**config.mk**
```make
export PLATFORM = sky130hd
export DESIGN_NAME = pfg_gate
export DESIGN_NICKNAME = d
export VERILOG_FILES = /design/src/rtl/pfg_pkg.sv /design/src/rtl/pfg_detect.sv /design/src/rtl/pfg_strobe.sv /design/src/rtl/pfg_gate.sv
export SDC_FILE = /design/constraint.sdc
export NUM_CORES = 1
export LEC_CHECK = 0
export BUFFER_PORTS_ARGS = -buffer_cell sky130_fd_sc_hd__buf_2
export CAP_MARGIN = 20
export CORE_UTILIZATION = 40
export DETAILED_ROUTE_END_ITERATION = 8
export GPL_ROUTABILITY_DRIVEN = 1
export PLACE_DENSITY = 0.65
export SETUP_SLACK_MARGIN = 0.5
export SYNTH_ARGS = -nofsm -noshare
export SYNTH_HDL_FRONTEND = slang
export SYNTH_SLANG_ARGS = --single-unit
```
**constraint.sdc**
```tcl
create_clock -name clk -period 1.7 [get_ports clk]
set_input_delay 0.425 -clock clk [delete_from_list [all_inputs] [get_ports clk]]
set_output_delay 0.425 -clock clk [all_outputs]
set_load 0.02 [all_outputs]
```
**src/rtl/pfg_pkg.sv**
```systemverilog
package pfg_pkg;
  typedef enum logic [1:0] {
    GATE_OPEN  = 2'd0,
    GATE_HOLD  = 2'd1,
    GATE_BLOCK = 2'd2
  } gate_st_t;

  localparam int unsigned NUM_STROBES = 2;
  localparam int unsigned IDX_CE = 0;
  localparam int unsigned IDX_WE = 1;
endpackage

```
**src/rtl/pfg_detect.sv**
```systemverilog
module pfg_detect (
  input  logic clk,
  input  logic rst_n,
  input  logic pwr_fail_i,
  output logic fail_q_o,
  output logic fail_edge_o
);
  logic fail_q;

  always_ff @(posedge clk or negedge rst_n) begin
    if (!rst_n) fail_q <= 1'b0;
    else        fail_q <= pwr_fail_i;
  end

  assign fail_q_o    = fail_q;
  assign fail_edge_o = pwr_fail_i & ~fail_q;
endmodule

```
**src/rtl/pfg_strobe.sv**
```systemverilog
module pfg_strobe
  import pfg_pkg::*;
#(
  parameter int unsigned TIMEOUT_CYC = 300
) (
  input  logic clk,
  input  logic rst_n,
  input  logic fail_lvl_i,
  input  logic fail_edge_i,
  input  logic strb_n_i,
  output logic strb_n_o
);
  localparam int unsigned CNT_W = (TIMEOUT_CYC < 2) ? 1 : $clog2(TIMEOUT_CYC);
  localparam logic [CNT_W-1:0] LAST = CNT_W'(TIMEOUT_CYC - 1);

  gate_st_t         st_q, st_d;
  logic [CNT_W-1:0] cnt_q, cnt_d;

  always_comb begin
    st_d  = st_q;
    cnt_d = cnt_q;
    if (!fail_lvl_i) begin
      st_d  = GATE_OPEN;
      cnt_d = '0;
    end else if (fail_edge_i) begin
      st_d  = strb_n_i ? GATE_BLOCK : GATE_HOLD;
      cnt_d = '0;
    end else begin
      unique case (st_q)
        GATE_HOLD: begin
          if (strb_n_i || cnt_q == LAST) st_d = GATE_BLOCK;
          else                           cnt_d = cnt_q + 1'b1;
        end
        GATE_BLOCK: st_d = GATE_BLOCK;
        default:    st_d = GATE_BLOCK;
      endcase
    end
  end

  always_ff @(posedge clk or negedge rst_n) begin
    if (!rst_n) begin
      st_q  <= GATE_OPEN;
      cnt_q <= '0;
    end else begin
      st_q  <= st_d;
      cnt_q <= cnt_d;
    end
  end

  // A held strobe passes its input, so a rising input ends it this cycle.
  assign strb_n_o = strb_n_i | (st_q == GATE_BLOCK);
endmodule

```
**src/rtl/pfg_gate.sv**
```systemverilog
module pfg_gate
  import pfg_pkg::*;
#(
  parameter int unsigned TIMEOUT_CYC = 300
) (
  input  logic clk,
  input  logic rst_n,
  input  logic pwr_fail_i,
  input  logic en_i,
  input  logic ce_n_i,
  input  logic we_n_i,
  output logic ce_n_o,
  output logic we_n_o,
  output logic we_oe_o,
  output logic pf_n_o,
  output logic pf_oe_o
);
  logic fail_q, fail_edge;
  logic [NUM_STROBES-1:0] strb_in, strb_out;

  pfg_detect u_detect (
    .clk         (clk),
    .rst_n       (rst_n),
    .pwr_fail_i  (pwr_fail_i),
    .fail_q_o    (fail_q),
    .fail_edge_o (fail_edge)
  );

  assign strb_in[IDX_CE] = ce_n_i;
  assign strb_in[IDX_WE] = we_n_i | ~en_i;

  for (genvar g = 0; g < NUM_STROBES; g++) begin : g_strb
    pfg_strobe #(.TIMEOUT_CYC(TIMEOUT_CYC)) u_strb (
      .clk         (clk),
      .rst_n       (rst_n),
      .fail_lvl_i  (pwr_fail_i),
      .fail_edge_i (fail_edge),
      .strb_n_i    (strb_in[g]),
      .strb_n_o    (strb_out[g])
    );
  end

  assign ce_n_o  = strb_out[IDX_CE];
  assign we_n_o  = strb_out[IDX_WE];
  assign we_oe_o = en_i;
  assign pf_n_o  = ~fail_q;
  assign pf_oe_o = en_i;
endmodule

```
==> impl_metrics.json <==
{
  "outcome": "finished, violations left",
  "violations": "design-rule violations",
  "vdd_drop_max_mv": 0.2361,
  "max_freq_mhz": 659.0,
  "synth.net_count": 135,
  "route.antenna.remaining_nets": 0,
  "clk_latency_ps": 310,
  "crit_family": "simple AND/OR/NAND/NOR gates",
  "dp.cells": 165,
  "maxSlewViolCount": 0,
  "die_h_um": 57.62,
  "synth_flop_cell": "dfrtp_1",
  "port-buffer-count": 10,
  "rr_worst_depth": 3,
  "crit_fanout": 6,
  "overflow": 0,
  "syn-cell-area_um2": 1237,
  "rsz0062_at_grt": "yes",
  "vias": 1079,
  "dp_hpwl_mm": 1.780,
  "n_antenna_cell": 0,
  "pwr-share-clk": 0.281,
  "dr_wl_met3_um": 69,
  "syn_inst": 127,
  "finalSetupTns_ps": 0,
  "initial_core_util": 0.4338,
  "top_level_ports": 11,
  "slowest_stage": "or4_1",
  "routed_wl_mm": 2.905,
  "drt-vias-per-instance": 5.832,
  "synth_cell_types": 33,
  "seq_area_um2": 580.6,
  "seqPwrFrac": 0.611,
  "cts_tree": "yes",
  "maxCapViolCount": 0,
  "cts_buffers": 3,
  "swShare": 0.2485,
  "tightest_slew_ps": 529.1,
  "fillCellCount": 238,
  "synth.yosys.seq_area_share": 0.4651,
  "critPathCaptureType": "flop",
  "grt_max_degree": 24,
  "gp_congestion": 0.8059,
  "cts.sinks": 23,
  "clock_path_buffers": 2,
  "clk_pin_slew_ps": 130,
  "p_sw_mw": 0.2274,
  "setup_viol": 0,
  "drtIter0Drc": 78,
  "highest_layer": "met4",
  "power.leakage_nw": 0.6777,
  "powerDensity_nw_per_um2": 526.1,
  "cp.required_ps": 1940,
  "slew_headroom": 0.6473,
  "drc": 3,
  "cts_root_buf": "clkbuf_4",
  "grt_pass1_wl_mm": 4.802,
  "htree_levels": 1,
  "final.min_clock_period_ps": 1518,
  "p_int_mw": 0.6877,
  "grt_pass1_vias": 1074,
  "hold_path.class": "in2async",
  "synth_edf_count": 0,
  "core_area_um2": 2853,
  "crit_chain": "or3b_4 -> or4_1 -> a21oi_1",
  "dr_wl_met2_mm": 1.400,
  "synth_async_sr_flop_share": 1.000,
  "finalCritPeriodShare": 0.8927,
  "multi_input_area_um2": 824.5,
  "drive_above_1_share": 0.4481,
  "areaGrowthSynthToFinish_pct": 40.55,
  "yosysWarnings": 0,
  "final_cells": 185,
  "detail_route.wl_per_cell_um": 15.70,
  "combPwrFrac": 0.108,
  "drt-met1-wl_mm": 1.398,
  "slowest_delay_ps": 480,
  "synth-seq-cells": 23,
  "path_buf_inv": 0,
  "antenna_found_initial": 0,
  "fin_nets": 163,
  "die-area_um2": 3320,
  "cp.depth": 3,
  "crit_type": "reg2reg",
  "die_w_um": 57.62,
  "track_usage": 0.1872,
  "crit_path_start_kind": "flop",
  "skew_ps": 3.426,
  "avgSynthCellArea_um2": 9.744,
  "dr.pass1.iters": 6,
  "num_rows": 19,
  "finalHoldViolCount": 0,
  "cp.arrival_ps": 1760
}
-- synthesized netlist by cell type (all sizes together) (2+ instances only) --
| cell type | instances | area (µm²) |
|---|---|---|
| dfrtp | 23 | 575.6 |
| nand2 | 19 | 73.82 |
| a21oi | 12 | 60.06 |
| inv | 8 | 30.03 |
| mux2i | 8 | 80.08 |
| nand2b | 6 | 37.54 |
| o31ai | 6 | 45.04 |
| or4 | 6 | 45.04 |
| nor4 | 4 | 25.02 |
| buf | 3 | 20.01 |
| clkbuf | 3 | 12.51 |
| nand3 | 3 | 15.01 |
| o21ai | 3 | 15.01 |
| a211oi | 2 | 15.01 |
| a22o | 2 | 17.52 |
| ha | 2 | 25.02 |
| nand4bb | 2 | 22.52 |
| nor4bb | 2 | 20.02 |
| or3 | 2 | 12.51 |
-- final timing paths --
kind                                                  startpoint  slack (ps)                               endpoint
setup reg to reg            g_strb[0].u_strb.st_q[1]$_DFFE_PN0P_         180  g_strb[0].u_strb.cnt_q[3]$_DFFE_PN0P_
min in group clk                                      pwr_fail_i         290            u_detect.fail_q_o$_DFF_PN0_
hold / removal                                             rst_n          70  g_strb[1].u_strb.cnt_q[1]$_DFFE_PN0P_
hold reg to reg            g_strb[1].u_strb.cnt_q[8]$_DFFE_PN0P_         550  g_strb[1].u_strb.cnt_q[8]$_DFFE_PN0P_
setup / recovery            g_strb[0].u_strb.st_q[1]$_DFFE_PN0P_         180  g_strb[0].u_strb.cnt_q[3]$_DFFE_PN0P_
max in group asynchronous                                  rst_n        1250            u_detect.fail_q_o$_DFF_PN0_
-- through the flow --
stage                     setup WS [ps]  cell area, µm²  power, mW  utilization  hold WS, ps
after floorplan                   220.0            1356     0.6159            -        129.4
after global placement            68.87            1424     0.6443       0.4991        430.0
after detailed placement          35.77            1424     0.6462       0.4991        434.2
after CTS                         204.7            1654     0.9168       0.5798        81.88
after global routing              144.6            1739     0.9545       0.6096        90.06
final                             182.5            1739     0.9150       0.6096        68.77
-- per-layer routing --
metal,vias up,track usage
met1,530,0.2598
met3,4,0.02679
met2,23,0.3023
met5,-,0
met4,0,0.06272
li1,522,-
-- worst reg2reg max path: stages, from the launching register on --
cell     delay (ps)
dfrtp_1         420
or3b_4          420
or4_1           480
a21oi_1         130
-- cells in the final DEF, fill, tap and decap left out, drive strengths merged, types with 2 or more instances in the layout --
cell type	count
o21ai	3
a21oi	12
nand2	19
mux2i	8
o31ai	6
nor4	4
or4	6
dfrtp	23
clkbuf	4
or3	2
nand2b	6
a211oi	2
ha	2
inv	8
nand3	3
a22o	2
nand4bb	2
buf	29
nor4bb	2
-- registers in the layout (all words and copies together) (netlist names) --
signal,cells
g_strb.u_strb.st_q,4
u_detect.fail_q_o,1
g_strb.u_strb.cnt_q,18
-- logic make-up (layout without fill, tap and decap cells) --
kind of cell | after synthesis | after routing | share of synthesized area
and+or+nand+nor | 52 | 52 | 0.2528
AOI/OAI and AO/OA | 28 | 28 | 0.1466
DFF | 23 | 23 | 0.4651
buffers and inverters | 14 | 41 | 0.05055
muxes | 8 | 8 | 0.06471
adders and majority gates | 2 | 2 | 0.02022
-- timing repair --
item | in CTS | in global routing
hold endpoints to repair | 0 | 0
endpoints found under the setup margin | 25 | 25
buffers inserted | 16 | 0
hold buffers | 0 | 0
gates resized for setup | 17 | 19
pin swaps | 11 | 4
-- area by class of cell --
type,instances,share of cell area
flip-flops and latches,23,0.3338
multi-input cells,90,0.4741
inverters,8,0.01727
clock buffers,4,0.01511
repair buffers,29,0.1374
well taps,31,0.02230
-- power groups by stage --
stage          combinational [mW]  sequential [mW]  clock, mW
2_1_floorplan              0.0481            0.568          0
3_3_place_gp               0.0737            0.571          0
3_5_place_dp               0.0756            0.571          0
4_1_cts                    0.0942            0.558      0.265
5_1_grt                     0.108            0.561      0.286
6_report                   0.0991            0.559      0.257
(Power assumes the default switching activity.)
